--- src/rtl/wdt_keyed_pkg.sv ---
package wdt_keyed_pkg;

  localparam int ADDR_W = 6;
  localparam int DATA_W = 32;

  // register offsets inside the 64-byte window
  localparam logic [ADDR_W-1:0] OFF_PRE1 = 6'h00;
  localparam logic [ADDR_W-1:0] OFF_PRE2 = 6'h04;
  localparam logic [ADDR_W-1:0] OFF_KEY  = 6'h0C;
  localparam logic [ADDR_W-1:0] OFF_CTRL = 6'h0D;
  localparam logic [ADDR_W-1:0] OFF_CFG  = 6'h10;
  localparam logic [ADDR_W-1:0] OFF_CNT  = 6'h14;
  localparam logic [ADDR_W-1:0] OFF_RUN  = 6'h18;

  localparam logic [7:0] KEY_FIRST  = 8'h80;
  localparam logic [7:0] KEY_SECOND = 8'h86;

  // control byte
  localparam int CTRL_RELOAD = 0;
  localparam int CTRL_FLAG   = 1;
  // configuration
  localparam int CFG_FINE    = 2;
  localparam int CFG_PIN_EN  = 5;
  // run/lock
  localparam int RUN_LOCK    = 0;
  localparam int RUN_EN      = 1;
  localparam int RUN_FREE    = 2;

  typedef enum logic [1:0] {
    KEY_IDLE = 2'd0,
    KEY_HALF = 2'd1,
    KEY_OPEN = 2'd2
  } key_state_e;

  // packed so that field order equals configuration bits 5..2
  typedef struct packed {
    logic pin_en;
    logic rst_en;
    logic cold;
    logic fine;
  } cfg_t;

  function automatic logic is_guarded(input logic [ADDR_W-1:0] a);
    return (a == OFF_PRE1) || (a == OFF_PRE2) || (a == OFF_CTRL);
  endfunction

  // total cycles from load to stage-2 expiry
  function automatic int unsigned span_cycles(input int unsigned p,
                                              input int unsigned q,
                                              input int unsigned d);
    if (p == 0) return (q + 1) * d;
    return (p + 1 + q + 1) * d;
  endfunction

endpackage

--- src/rtl/wdt_keyed_unlock.sv ---
module wdt_keyed_unlock
  import wdt_keyed_pkg::*;
(
  input  logic              clk,
  input  logic              rst_n,
  input  logic              wr_en,
  input  logic [ADDR_W-1:0] addr,
  input  logic [7:0]        wbyte,
  output logic              key_open
);

  key_state_e st_q, st_d;

  always_comb begin
    st_d = st_q;
    if (wr_en) begin
      if (addr == OFF_KEY && wbyte == KEY_FIRST)
        st_d = KEY_HALF;
      else if (st_q == KEY_HALF && addr == OFF_KEY && wbyte == KEY_SECOND)
        st_d = KEY_OPEN;
      else
        st_d = KEY_IDLE;   // any other write consumes or breaks the key
    end
  end

  always_ff @(posedge clk or negedge rst_n) begin
    if (!rst_n) st_q <= KEY_IDLE;
    else        st_q <= st_d;
  end

  assign key_open = (st_q == KEY_OPEN);

endmodule

--- src/rtl/wdt_keyed_presc.sv ---
module wdt_keyed_presc #(
  parameter int COARSE = 15,
  parameter int FINE   = 5
) (
  input  logic clk,
  input  logic rst_n,
  input  logic run,
  input  logic restart,
  input  logic fine,
  output logic tick
);

  localparam logic [COARSE-1:0] ONE    = COARSE'(1);
  localparam logic [COARSE-1:0] MASK_C = '1;
  localparam logic [COARSE-1:0] MASK_F = COARSE'((64'd1 << FINE) - 64'd1);

  logic [COARSE-1:0] div_q;
  logic [COARSE-1:0] mask;

  assign mask = fine ? MASK_F : MASK_C;
  assign tick = run && ((div_q & mask) == mask);

  always_ff @(posedge clk or negedge rst_n) begin
    if (!rst_n)               div_q <= '0;
    else if (!run || restart) div_q <= '0;
    else                      div_q <= div_q + ONE;
  end

endmodule

--- src/rtl/wdt_keyed_count.sv ---
module wdt_keyed_count #(
  parameter int W = 32
) (
  input  logic         clk,
  input  logic         rst_n,
  input  logic         run,
  input  logic         load,
  input  logic         tick,
  input  logic         free_run,
  input  logic [W-1:0] pv1,
  input  logic [W-1:0] pv2,
  output logic [W-1:0] cnt,
  output logic         expired,
  output logic         load_ok,
  output logic         expire_evt,
  output logic         wrap_evt
);

  localparam logic [W-1:0] ONE = W'(1);

  logic [W-1:0] cnt_q;
  logic         stage2_q;
  logic         expired_q;
  logic         stage_end;

  function automatic logic [W-1:0] start_count(input logic [W-1:0] a,
                                               input logic [W-1:0] b);
    return (a == '0) ? b : a;
  endfunction

  // once expired, only a fresh enable may restart
  assign load_ok   = load && (!expired_q || !run);
  assign stage_end = run && tick && !load_ok && !expired_q &&
                     stage2_q && (cnt_q == '0);
  assign expire_evt = stage_end && !free_run;
  assign wrap_evt   = stage_end && free_run;

  always_ff @(posedge clk or negedge rst_n) begin
    if (!rst_n) begin
      cnt_q     <= '0;
      stage2_q  <= 1'b0;
      expired_q <= 1'b0;
    end else if (load_ok) begin
      cnt_q     <= start_count(pv1, pv2);
      stage2_q  <= (pv1 == '0);
      expired_q <= 1'b0;
    end else if (!run) begin
      cnt_q     <= '0;
      stage2_q  <= 1'b0;
      expired_q <= 1'b0;
    end else if (!expired_q && tick) begin
      if (cnt_q != '0) begin
        cnt_q <= cnt_q - ONE;
      end else if (!stage2_q) begin
        cnt_q    <= pv2;
        stage2_q <= 1'b1;
      end else if (free_run) begin
        cnt_q    <= start_count(pv1, pv2);
        stage2_q <= (pv1 == '0);
      end else begin
        expired_q <= 1'b1;
      end
    end
  end

  assign cnt     = cnt_q;
  assign expired = expired_q;

endmodule

--- src/rtl/wdt_keyed_top.sv ---
module wdt_keyed_top
  import wdt_keyed_pkg::*;
#(
  parameter int CNT_W      = 32,
  parameter int PRE_COARSE = 15,
  parameter int PRE_FINE   = 5
) (
  input  logic              clk,
  input  logic              por_n,
  input  logic              rst_n,
  input  logic              bus_wr,
  input  logic [ADDR_W-1:0] bus_addr,
  input  logic [DATA_W-1:0] bus_wdata,
  output logic [DATA_W-1:0] bus_rdata,
  output logic              wdt_rst_o,
  output logic              wdt_cold_o,
  output logic              wdt_pin_o
);

  // named internal events
  logic             key_open;
  logic             guard_ok;
  logic             run_wr_ok;
  logic             en_set_evt;
  logic             strobe_ok;
  logic             flag_clr;
  logic             load_evt;
  logic             load_ok;
  logic             tick;
  logic             expire_evt;
  logic             wrap_evt;
  logic             expired;
  logic [CNT_W-1:0] cnt;

  // state
  logic [CNT_W-1:0] pv1_q, pv2_q;
  cfg_t             cfg_q;
  logic             lock_q, en_q, free_q;
  logic             flag_q;
  logic             tog_q;

  wdt_keyed_unlock u_key (
    .clk      (clk),
    .rst_n    (rst_n),
    .wr_en    (bus_wr),
    .addr     (bus_addr),
    .wbyte    (bus_wdata[7:0]),
    .key_open (key_open)
  );

  assign guard_ok   = bus_wr && is_guarded(bus_addr) && key_open;
  assign run_wr_ok  = bus_wr && (bus_addr == OFF_RUN) && !lock_q;
  assign en_set_evt = run_wr_ok && bus_wdata[RUN_EN] && !en_q;
  assign strobe_ok  = guard_ok && (bus_addr == OFF_CTRL) && bus_wdata[CTRL_RELOAD];
  assign flag_clr   = guard_ok && (bus_addr == OFF_CTRL) && bus_wdata[CTRL_FLAG];
  assign load_evt   = (strobe_ok && en_q) || en_set_evt;

  wdt_keyed_presc #(
    .COARSE (PRE_COARSE),
    .FINE   (PRE_FINE)
  ) u_presc (
    .clk     (clk),
    .rst_n   (rst_n),
    .run     (en_q),
    .restart (load_ok),
    .fine    (cfg_q.fine),
    .tick    (tick)
  );

  wdt_keyed_count #(
    .W (CNT_W)
  ) u_count (
    .clk        (clk),
    .rst_n      (rst_n),
    .run        (en_q),
    .load       (load_evt),
    .tick       (tick),
    .free_run   (free_q),
    .pv1        (pv1_q),
    .pv2        (pv2_q),
    .cnt        (cnt),
    .expired    (expired),
    .load_ok    (load_ok),
    .expire_evt (expire_evt),
    .wrap_evt   (wrap_evt)
  );

  // preloads, key guarded
  always_ff @(posedge clk or negedge rst_n) begin
    if (!rst_n) begin
      pv1_q <= '0;
      pv2_q <= '0;
    end else if (guard_ok) begin
      if (bus_addr == OFF_PRE1) pv1_q <= bus_wdata[CNT_W-1:0];
      if (bus_addr == OFF_PRE2) pv2_q <= bus_wdata[CNT_W-1:0];
    end
  end

  // configuration and run/lock, frozen by the lock bit
  always_ff @(posedge clk or negedge rst_n) begin
    if (!rst_n) begin
      cfg_q  <= '0;
      lock_q <= 1'b0;
      en_q   <= 1'b0;
      free_q <= 1'b0;
    end else begin
      if (bus_wr && bus_addr == OFF_CFG && !lock_q)
        cfg_q <= bus_wdata[CFG_PIN_EN:CFG_FINE];
      if (run_wr_ok) begin
        lock_q <= bus_wdata[RUN_LOCK];
        en_q   <= bus_wdata[RUN_EN];
        free_q <= bus_wdata[RUN_FREE];
      end
    end
  end

  // timeout flag lives in the power-on domain; set beats clear
  always_ff @(posedge clk or negedge por_n) begin
    if (!por_n)          flag_q <= 1'b0;
    else if (expire_evt) flag_q <= 1'b1;
    else if (flag_clr)   flag_q <= 1'b0;
  end

  always_ff @(posedge clk or negedge rst_n) begin
    if (!rst_n)        tog_q <= 1'b0;
    else if (wrap_evt) tog_q <= ~tog_q;
  end

  assign wdt_rst_o  = expired && cfg_q.rst_en;
  assign wdt_cold_o = expired && cfg_q.rst_en && cfg_q.cold;
  assign wdt_pin_o  = cfg_q.pin_en && (free_q ? tog_q : expired);

  always_comb begin
    bus_rdata = '0;
    case (bus_addr)
      OFF_PRE1: bus_rdata = DATA_W'(pv1_q);
      OFF_PRE2: bus_rdata = DATA_W'(pv2_q);
      OFF_CTRL: bus_rdata[CTRL_FLAG] = flag_q;
      OFF_CFG:  bus_rdata[CFG_PIN_EN:CFG_FINE] = cfg_q;
      OFF_CNT:  bus_rdata = DATA_W'(cnt);
      OFF_RUN:  bus_rdata[RUN_FREE:RUN_LOCK] = {free_q, en_q, lock_q};
      default:  bus_rdata = '0;
    endcase
  end

endmodule

--- config.mk ---
export PLATFORM = sky130hd
export DESIGN_NAME = wdt_keyed_top
export DESIGN_NICKNAME = d
export VERILOG_FILES = /design/src/rtl/wdt_keyed_pkg.sv /design/src/rtl/wdt_keyed_unlock.sv /design/src/rtl/wdt_keyed_presc.sv /design/src/rtl/wdt_keyed_count.sv /design/src/rtl/wdt_keyed_top.sv
export SDC_FILE = /design/constraint.sdc
export NUM_CORES = 1
export LEC_CHECK = 0
export BUFFER_PORTS_ARGS = -buffer_cell sky130_fd_sc_hd__buf_2
export CORE_MARGIN = 3
export CORE_UTILIZATION = 47
export DETAILED_ROUTE_END_ITERATION = 16
export HOLD_SLACK_MARGIN = 0.1
export PLACE_DENSITY_LB_ADDON = 0.3
export SYNTH_ARGS = -nofsm -noshare
export SYNTH_HDL_FRONTEND = slang
export SYNTH_SLANG_ARGS = --single-unit
--- constraint.sdc ---
create_clock -name clk -period 8.9 [get_ports clk]
set_clock_uncertainty 0.15 [all_clocks]
set_input_delay 1.335 -clock clk [delete_from_list [all_inputs] [get_ports clk]]
set_output_delay 1.335 -clock clk [all_outputs]
set_load 0.1 [all_outputs]
==> insert_results.sql <==
INSERT INTO impl_metrics (metric_group, metric, value, unit) VALUES
('run_status', 'status', 'finished, final reports clean', ''),
('clock_tree', 'cts_repair_resize_count', '0', ''),
('hold_path', 'hold_path_startpoint', 'tog_q', ''),
('clock_tree', 'cts_buffers', '17', ''),
('clock_tree', 'post_cts_buffers', '0', ''),
('sta', 'fin_crit_sh', '0.6108', ''),
('place', 'detailed_place_hpwl', '16.09', 'mm'),
('setup_path', 'cp_slowest_cell', 'sky130_fd_sc_hd__and2_1', ''),
('power', 'power.static_leakage', '3.996', 'nW'),
('floorplanning', 'die_area', '0.01736', 'mm2'),
('synth', 'synth_edf_count', '0', ''),
('finish', 'filler_cell_count', '1363', ''),
('clock_tree', 'tritoncts', 'yes', ''),
('setup_path', 'critical_path.endpoint_type', 'primary output', ''),
('synth', 'synthFlopType', 'sky130_fd_sc_hd__dfrtp_1', ''),
('clock_tree', 'worstSkewPairLatency', '0.42', 'ns'),
('grt', 'grt_first_pass_wirelength', '38.94', 'mm'),
('floorplanning', 'die_width', '131.8', 'um'),
('detailed_routing', 'first_pass_iters', '7', ''),
('synth', 'post-synth-top-area-cell', 'sky130_fd_sc_hd__dfrtp_1', ''),
('clock_tree', 'ctsHtreeMaxLevel', '4', ''),
('floorplanning', 'die-height', '131.8', 'um'),
('floorplanning', 'initial_utilization', '0.4855', ''),
('power', 'power_switching', '0.6539', 'mW'),
('grt', 'grt_max_degree', '86', ''),
('synth', 'post_synth_inst_count', '765', ''),
('detailed_routing', 'route.detailed.drc', '0', ''),
('clock_tree', 'cts_root_buffer', 'sky130_fd_sc_hd__clkbuf_16', ''),
('sta', 'setup_repair_after_global_routing_missed_its_margin', 'no', ''),
('finish', 'multiInputGateArea', '0.003944', 'mm2'),
('grt', 'grt.total_usage', '0.2800', ''),
('synth', 'ys_types', '66', ''),
('sta', 'finalSetupViolations', '0', ''),
('setup_path', 'setup.reg_to_reg.worst_slack', '4.81', 'ns'),
('setup_path', 'setup.worst_path.class', 'in -> out', ''),
('power', 'p_clk_frac', '0.380', ''),
('synth', 'netlist.area_leader.share', '0.4174', ''),
('synth', 'yosysSeqAreaShare', '0.4174', ''),
('setup_path', 'element_type_at_the_critical_path_start', 'primary input', ''),
('detailed_routing', 'route.vias.total', '7121', ''),
('synth', 'ys_async_sr_fraction', '1.000', ''),
('power', 'power', '1.903', 'mW'),
('detailed_routing', 'drt_iter0_markers', '1046', ''),
('finish', 'insertedDiodeCount', '0', ''),
('sta', 'timing.final.max_slew_violations', '0', ''),
('place', 'place.gp.congestion', '0.9204', ''),
('clock_tree', 'clkSlewWorstSetupHoldPaths', '0.06', 'ns'),
('grt', 'initial_antenna_violation_count', '0', ''),
('sta', 'hold_violations_final', '0', ''),
('power', 'pwr-share-seq', '0.375', ''),
('synth', 'syn-mean-instance-area', '9.718', 'um2'),
('floorplanning', 'num_io_pins', '77', ''),
('floorplanning', 'row_count', '45', ''),
('setup_path', 'r2r-end', 'u_count.cnt[22]', ''),
('setup_path', 'worst-endpoint-required', '7.41', 'ns'),
('detailed_routing', 'routed_via_density', '6.874', ''),
('grt', 'global_route.overflow_total', '0', ''),
('sta', 'fmax', '0.1840', 'GHz'),
('power', 'comb_power_share', '0.245', ''),
('place', 'portBuffers', '76', ''),
('sta', 'max-slew-margin-rel', '0.2100', ''),
('synth', 'synth.area.top_cells', 'sky130_fd_sc_hd__dfrtp_1 (42%), sky130_fd_sc_hd__mux2_2 (10%), sky130_fd_sc_hd__a222oi_1 (3.6%)', ''),
('flow_run', 'max_capacitance_violation_count', '0', ''),
('detailed_routing', 'drt-wirelength-per-cell', '23.34', 'um'),
('power', 'worst_ir_drop_on_vdd', '0.1712', 'mV'),
('synth', 'netlist_area', '0.007435', 'mm2'),
('finish', 'post_route_cells_drive_above_1_share', '0.2558', ''),
('clock_tree', 'cts.hold.buffers_added', '0', ''),
('hold_path', 'hold_end', 'tog_q', ''),
('synth', 'flip_flop_and_latch_count_after_synthesis', '124', ''),
('detailed_routing', 'antenna_violating_nets_post_route', '0', '');
==> per-layer routing <==
layer  vias to the layer above  track usage  share of wire
met5                         -            0              0
met4                         0       0.1196          0.036
met3                        77      0.07405           0.11
met2                       456       0.4347           0.46
met1                      3503       0.3726           0.40
li1                       3085            -              -
==> state kept, by name (all words and copies together), names as in the netlist <==
signal and cells:
cfg_q 4, en_q 1, flag_q 1, free_q 1
lock_q 1, pv1_q 32, pv2_q 32, tog_q 1
u_count.cnt 32, u_count.expired 1, u_count.stage2_q 1, u_key.st_q 2
u_presc.div_q 15
==> worst max-delay path: cells and delay by family <==
kind / cells / cell delay [ns]
compound gates: 1 / 0.33
buf+inv: 3 / 0.62
simple gates: 4 / 1.65
==> power by group through the flow <==
stage | registers [mW] | logic, mW | clock network, mW
after floorplan | 0.667 | 0.375 | 0
after global placement | 0.718 | 0.435 | 0
after detailed placement | 0.718 | 0.450 | 0
after CTS | 0.709 | 0.457 | 0.727
after global routing | 0.718 | 0.518 | 0.756
final | 0.714 | 0.467 | 0.723
==> kinds of logic (layout without fill, tap and decap cells) <==
family,after synthesis,in the layout,synth area share
simple gates,213,213,0.1547
buf+inv,102,162,0.05638
flops,124,124,0.4174
compound gates,230,230,0.2329
fa+ha+maj,3,3,0.005049
xor+xnor,17,17,0.02003
mux,76,76,0.1136
==> placed cells by master (no fill, tap or decap), drive strengths merged, types with 14 or more instances in the layout <==
master | Yosys | final
nor3 | 31 | 31
a21oi | 26 | 26
a222oi | 27 | 27
nor2 | 44 | 44
nand3 | 14 | 14
buf | 13 | 89
mux2 | 67 | 67
inv | 41 | 45
dfrtp | 124 | 124
nand2 | 31 | 31
a211oi | 21 | 21
nor4 | 23 | 23
clkbuf | 48 | 17
o21ai | 52 | 52
a221oi | 30 | 30
==> synthesized netlist by cell type (all sizes together) (5+ instances only) <==
| master | instances |
|---|---|
| xor2 | 8 |
| nand3 | 14 |
| nand2b | 7 |
| clkbuf | 48 |
| o21ai | 52 |
| nor3 | 31 |
| a22oi | 6 |
| and2 | 6 |
| and4 | 5 |
| buf | 13 |
| nand2 | 31 |
| and3 | 5 |
| a21oi | 26 |
| o221a | 12 |
| or3 | 12 |
| dfrtp | 124 |
| o22a | 6 |
| o21a | 7 |
| a221oi | 30 |
| inv | 41 |
| mux2 | 67 |
| nor2b | 5 |
| a222oi | 27 |
| nor4 | 23 |
| a211oi | 21 |
| xnor2 | 9 |
| or4 | 5 |
| nand4 | 11 |
| a31oi | 5 |
| mux2i | 9 |
| nor2 | 44 |
==> cell type report <==
| type | instances | share of cell area |
|---|---|---|
| Inverter | 41 | 0.01798 |
| Timing Repair Buffer | 89 | 0.05613 |
| Multi-Input combinational cell | 539 | 0.4608 |
| Clock buffer | 17 | 0.04970 |
| Tap cell | 211 | 0.03084 |
| Sequential cell | 124 | 0.3625 |
| Clock inverter | 15 | 0.02207 |
==> how the worst max path moves through the flow <==
stage | startpoint | to | slack (ns) | cells past startpoint
after floorplan | bus_addr[2] | bus_rdata[0] | 3.39 | 4
after global placement | bus_addr[1] | bus_rdata[9] | 3.67 | 8
after detailed placement | bus_addr[1] | bus_rdata[30] | 3.57 | 8
after CTS | bus_addr[1] | bus_rdata[30] | 3.56 | 8
after global routing | bus_addr[1] | bus_rdata[22] | 3.28 | 8
final | bus_addr[1] | bus_rdata[10] | 3.46 | 8
Power figures use the tool's default switching activity.
